<file path="src/rtl/mdio_poll_mgr.sv">
module mdio_poll_mgr #(
  parameter int DIV_W = 8,
  parameter int GAP_W = 16
)(
  input  logic             clk,
  input  logic             rst_n,
  input  logic [DIV_W-1:0] mdc_div,
  input  logic             poll_en,
  input  logic [4:0]       poll_phy,
  input  logic [4:0]       poll_reg,
  input  logic [GAP_W-1:0] poll_gap,
  input  logic             host_go,
  input  logic             host_wr,
  input  logic [4:0]       host_phy,
  input  logic [4:0]       host_reg,
  input  logic [15:0]      host_wdata,
  input  logic [2:0]       irq_en,
  input  logic [2:0]       flag_clr,
  input  logic             mdio_i,
  output logic [15:0]      mgmt_data,
  output logic [15:0]      poll_status,
  output logic [2:0]       flags,
  output logic             irq,
  output logic             busy,
  output logic             mdc,
  output logic             mdio_o,
  output logic             mdio_oe
);
  localparam int NBITS = 64;
  localparam int CW    = $clog2(NBITS);
  localparam int TA1   = 46;
  localparam int TA2   = 47;
  localparam int DAT0  = 48;

  logic             act, cur_wr, cur_poll, mdc_q, ta_bad, st_valid;
  logic             host_pend, hp_wr, poll_due;
  logic [4:0]       hp_phy, hp_reg;
  logic [GAP_W-1:0] tmr;
  logic [NBITS-1:0] sh;
  logic [CW-1:0]    bitn;
  logic [DIV_W-1:0] dcnt;
  logic [15:0]      rx, data_q, stat_q;
  logic [2:0]       flag_q, set_v;
  logic             tick, rise, fall, last, start_host, start_poll, accept, rd_done, rd_ok;

  function automatic logic [NBITS-1:0] mk_frame(input logic wr, input logic [4:0] pa,
                                                input logic [4:0] ra, input logic [15:0] d);
    return {32'hFFFF_FFFF, 2'b01, wr ? 2'b01 : 2'b10, pa, ra, wr ? 2'b10 : 2'b11, wr ? d : 16'hFFFF};
  endfunction

  assign tick       = act && (dcnt == mdc_div);
  assign rise       = tick && !mdc_q;
  assign fall       = tick && mdc_q;
  assign last       = fall && (bitn == CW'(NBITS-1));
  assign start_host = !act && host_pend;
  assign start_poll = !act && !host_pend && poll_due;
  assign accept     = host_go && !host_pend && !(act && !cur_poll);
  assign rd_done    = last && !cur_wr;
  assign rd_ok      = rd_done && !ta_bad;
  assign set_v      = {rd_done && ta_bad,
                       rd_ok && cur_poll && st_valid && (rx != stat_q),
                       last && irq_en[0]};

  always_ff @(posedge clk or negedge rst_n) begin
    if (!rst_n) begin
      act <= 1'b0; cur_wr <= 1'b0; cur_poll <= 1'b0; mdc_q <= 1'b0; ta_bad <= 1'b0;
      sh <= '0; bitn <= '0; dcnt <= '0; rx <= '0;
    end else if (start_host || start_poll) begin
      act      <= 1'b1;
      sh       <= start_host ? mk_frame(hp_wr, hp_phy, hp_reg, data_q)
                             : mk_frame(1'b0, poll_phy, poll_reg, 16'h0);
      cur_wr   <= start_host && hp_wr;
      cur_poll <= start_poll;
      bitn     <= '0;
      dcnt     <= '0;
      mdc_q    <= 1'b0;
      ta_bad   <= 1'b0;
    end else if (act) begin
      dcnt <= tick ? '0 : dcnt + 1'b1;
      if (tick) mdc_q <= !mdc_q;
      if (rise && bitn == CW'(TA2)) ta_bad <= mdio_i;
      if (rise && bitn >= CW'(DAT0)) rx <= {rx[14:0], mdio_i};
      if (fall) begin
        sh   <= sh << 1;
        bitn <= bitn + 1'b1;
        if (last) act <= 1'b0;
      end
    end
  end

  always_ff @(posedge clk or negedge rst_n) begin
    if (!rst_n) begin
      host_pend <= 1'b0; hp_wr <= 1'b0; hp_phy <= '0; hp_reg <= '0; data_q <= '0;
    end else begin
      if (start_host) host_pend <= 1'b0;
      if (accept) begin
        host_pend <= 1'b1;
        hp_wr     <= host_wr;
        hp_phy    <= host_phy;
        hp_reg    <= host_reg;
        if (host_wr) data_q <= host_wdata;
      end
      if (rd_ok && !cur_poll) data_q <= rx;
    end
  end

  always_ff @(posedge clk or negedge rst_n) begin
    if (!rst_n) begin
      tmr <= '0; poll_due <= 1'b0; stat_q <= '0; st_valid <= 1'b0;
    end else begin
      if (!poll_en) begin
        tmr      <= '0;
        poll_due <= 1'b0;
      end else if (start_poll) begin
        poll_due <= 1'b0;
      end else if (!poll_due) begin
        if (tmr == poll_gap) begin
          tmr      <= '0;
          poll_due <= 1'b1;
        end else begin
          tmr <= tmr + 1'b1;
        end
      end
      if (rd_ok && cur_poll) begin
        stat_q   <= rx;
        st_valid <= 1'b1;
      end
    end
  end

  always_ff @(posedge clk or negedge rst_n) begin
    if (!rst_n) flag_q <= '0;
    else        flag_q <= (flag_q & ~flag_clr) | set_v;
  end

  assign mgmt_data   = data_q;
  assign poll_status = stat_q;
  assign flags       = flag_q;
  assign irq         = |(flag_q & irq_en);
  assign busy        = act;
  assign mdc         = mdc_q;
  assign mdio_o      = act ? sh[NBITS-1] : 1'b1;
  assign mdio_oe     = act && (cur_wr || bitn < CW'(TA1));
endmodule


</file>
<file path="config.mk">
export PLATFORM = sky130hd
export DESIGN_NAME = mdio_poll_mgr
export DESIGN_NICKNAME = d
export VERILOG_FILES = /design/src/rtl/mdio_poll_mgr.sv
export SDC_FILE = /design/constraint.sdc
export NUM_CORES = 1
export LEC_CHECK = 0
export BUFFER_PORTS_ARGS = -buffer_cell sky130_fd_sc_hd__clkbuf_2
export CORE_ASPECT_RATIO = 0.6
export CORE_MARGIN = 4
export CORE_UTILIZATION = 55
export CTS_CLUSTER_SIZE = 28
export DETAILED_ROUTE_END_ITERATION = 10
export PLACE_DENSITY = 0.81
export RECOVER_POWER = 50
export SETUP_SLACK_MARGIN = 0.2
export SLEW_MARGIN = 20
export SYNTH_ARGS = -nofsm -noshare
export SYNTH_HDL_FRONTEND = slang
export SYNTH_SLANG_ARGS = --single-unit
export TNS_END_PERCENT = 10
</file>
<file path="constraint.sdc">
create_clock -name clk -period 2.9 [get_ports clk]
set_input_delay 0.435 -clock clk [delete_from_list [all_inputs] [get_ports clk]]
set_output_delay 0.435 -clock clk [all_outputs]
set_load 0.005 [all_outputs]
</file>
==> impl_metrics.yaml <==
sta:
  rsz0062_at_grt: "no"
  hold_viol_final: 0
  finClkSkew_ps: 12.5
  min_period_ps: 2390
  setup-tns-final_ps: 0
  slew_headroom_pct: -11.9
  setup_viol: 0
  finalCritPeriodShare_pct: 82.5
  slew_viol_final: 64
  max_freq_mhz: 418
  worst-slew-pin-transition_ps: 1680
setup_path:
  crit_end: "rx[13]"
  crit_path_start_kind: "flop"
  required_ps: 3200
  cp.depth: 5
  max_stage_delay_ps: 490
  crit_family: "simple AND/OR/NAND/NOR gates"
  worstPathCellList: "xnor2_1, nand2_1, nor3_4, nand4b_4, mux2_4"
  arrival_ps: 2700
  r2r_slack_ps: 510
  crit_path_end_kind: "flop"
  worstSetupPathType: "reg -> reg"
  crit_start: "dcnt[0]"
  critPathSlowestCell: "nor3_4"
  r2r_start: "dcnt[0]"
  rr_endpoint: "rx[13]"
  critPathBufInv: 0
  path_max_fanout: 16
  r2r_cells: 5
global_routing:
  antenna_found_initial: 0
  grt_pass1_vias: 6066
  grt_max_degree: 73
  grt_pass1_wl_um: 31800
  grt_overflow: 0
  grt_use_total_pct: 24.5
min_path:
  hp-class: "in -> reg"
drt:
  highest_layer: "met4"
  drt_iter0_drc: 592
  wl_per_cell_um: 17.8
  dr.pass1.iters: 5
  wl_met3_um: 1520
  wl_um: 19200
  drc: 0
  met1_length_um: 9150
  ant_nets: 0
  drt-vias-per-instance: 5.85
  wl_met2_um: 8310
  vias: 6297
synthesis:
  synth_cells: 766
  yosysWarnings: 0
  yosys.area.top_type_share_pct: 52.7
  ys_ff_latch: 164
  netlist_area_sq_um: 7790
  synth_fp_nets: 841
  synth_simple_gate_area_share_pct: 21.9
  yosysTopAreaCell: "dfrtp_1"
  syn_area_per_cell_sq_um: 10.2
  muxShareOfSynthArea_pct: 9.38
  seq_area_frac_synth_pct: 52.7
  synth_top_family_by_area: "simple AND/OR/NAND/NOR gates"
  synth_cell_types: 51
  ys_top_cells_by_area: "dfrtp_1 53%, nor2_1 6.3%, nor3_1 5.1%"
  synth_edf_count: 0
  async_flop_share_pct: 100
  synth_ff_type: "dfrtp_1"
  synth_compound_area_share_pct: 7.93
  synth-xor-area-share_pct: 4.72
  synthAdderAreaFrac_pct: 0.482
cells_and_area:
  drive_gt1_share_pct: 23.8
  final_util_pct: 66.3
  layoutNonFillerInstCount: 1076
  layout_common_cells: "164 x dfrtp_1, 130 x nor2_1, 103 x clkbuf_2, 79 x nor3_1, 45 x nand2_1"
  nNetsFinal: 946
  regMostFlops: "sh"
  syn2layout_area_growth_pct: 17.0
  num_antenna_cells: 0
  largest_register_ff_count: 64
  layout_commonest_cell: "dfrtp_1"
floorplan:
  die_x_um: 162
  ios: 112
  core_area_sq_um: 13700
  fp.dieH_um: 100
  floorplan.initialDensity_pct: 56.7
  die_area_sq_um: 16200
  fp-row-count: 33
run_status:
  outcome: "complete, but fails checks"
  violations: "max-capacitance violations, max-slew violations"
flow_run:
  max_cap_viol_count: 1
clock_tree:
  clock_latency_ps: 430
  clk_pin_slew_worst_paths_ps: 70
  root_buffer: "clkbuf_16"
  cts.sinks: 164
  cts_buffer_depth: 2
  htreeDepth: 4
  cts_tree: "yes"
  numCtsBuffers: 17
placed_design:
  gp_congestion: 0.840
  dp.cells: 1044
  portBuffers: 111
  dpl.hpwl_um: 12900
power:
  p_per_area_nw_per_um2: 606
  power.leakage_nw: 4.96
  vdd_drop_max_v: 0.000304
## power by group
group	internal (mW)	switching [mW]	leakage (nW)	total, mW
Sequential	2.52	0.207	2.19	2.72
Combinational	0.312	0.334	2.50	0.646
Clock	1.15	1.01	0.269	2.16
Total	3.98	1.55	4.96	5.53
## worst reg2reg max path, cell delays in order (launching register included)
cell      delay (ps)
dfrtp_1          440
xnor2_1          280
nand2_1          210
nor3_4           490
nand4b_4         430
mux2_4           440
## cell families (layout without fill, tap and decap cells)
kind of cell | after synthesis | after routing
and+or+nand+nor | 348 | 348
xor gates and xnor gates | 42 | 42
DFF | 164 | 164
buffers and inverters | 54 | 172
AOI/OAI and AO/OA | 94 | 94
muxes | 61 | 61
adders and majority gates | 3 | 3
## routing by layer
layer  global-route usage, %  vias up
li1                        -     2925
met3                    5.62       20
met1                    37.7     3080
met5                       0        -
met2                    35.3      272
met4                    6.24        0
## cell usage after synthesis, drive strengths merged, types with 3 or more instances
master,instances
o31ai,3
xnor2,10
o21ai,13
xor2,32
a22o,5
a31oi,15
a31o,7
mux2i,19
or4,4
dfrtp,164
nor4b,4
mux2,42
and4,7
nand3,33
nand2b,4
a21o,7
and3,10
a21oi,25
buf,15
nor2,130
nand2,45
nand4,7
nor2b,3
nor3,80
a22oi,10
inv,10
clkbuf,28
ha,3
nor4,12
## repair_timing
action | CTS | global route
endpoints found under the setup margin | 0 | 1
buffers inserted | 0 | 0
gates resized for setup | 0 | 1
hold buffers | 0 | 0
## how the worst min path moves through the flow
stage	from	cells past startpoint	to	slack (ps)
CTS	rst_n	1	tmr[15]	20
global route	flag_clr[1]	2	flags[1]	210
floorplan	rst_n	0	bitn[0]	140
detailed placement	sh[30]	2	sh[31]	450
global placement	sh[30]	2	sh[31]	450
finish	flag_clr[1]	2	flags[1]	200
## area by class of cell
type / count / area, sq um
clock inverter: 13 / 113
sequential: 164 / 4100
tap: 192 / 240
inverter: 11 / 41.3
multi-input combinational: 548 / 3470
fill: 1073 / 4630
clock buffer: 19 / 443
timing repair buffer: 129 / 714
## stage by stage
stage / total power, mW / cell area [sq um] / hold slack [ps] / setup slack (ps)
after floorplan: 3.14 / 7790 / 139 / 869
after global placement: 3.36 / 8590 / 449 / 564
after global routing: 5.76 / 9120 / 213 / 362
final: 5.53 / 9120 / 196 / 508
after CTS: 5.54 / 9140 / 18.8 / 430
after detailed placement: 3.40 / 8590 / 451 / 472
Note: power is estimated with default switching activity, not from simulation.
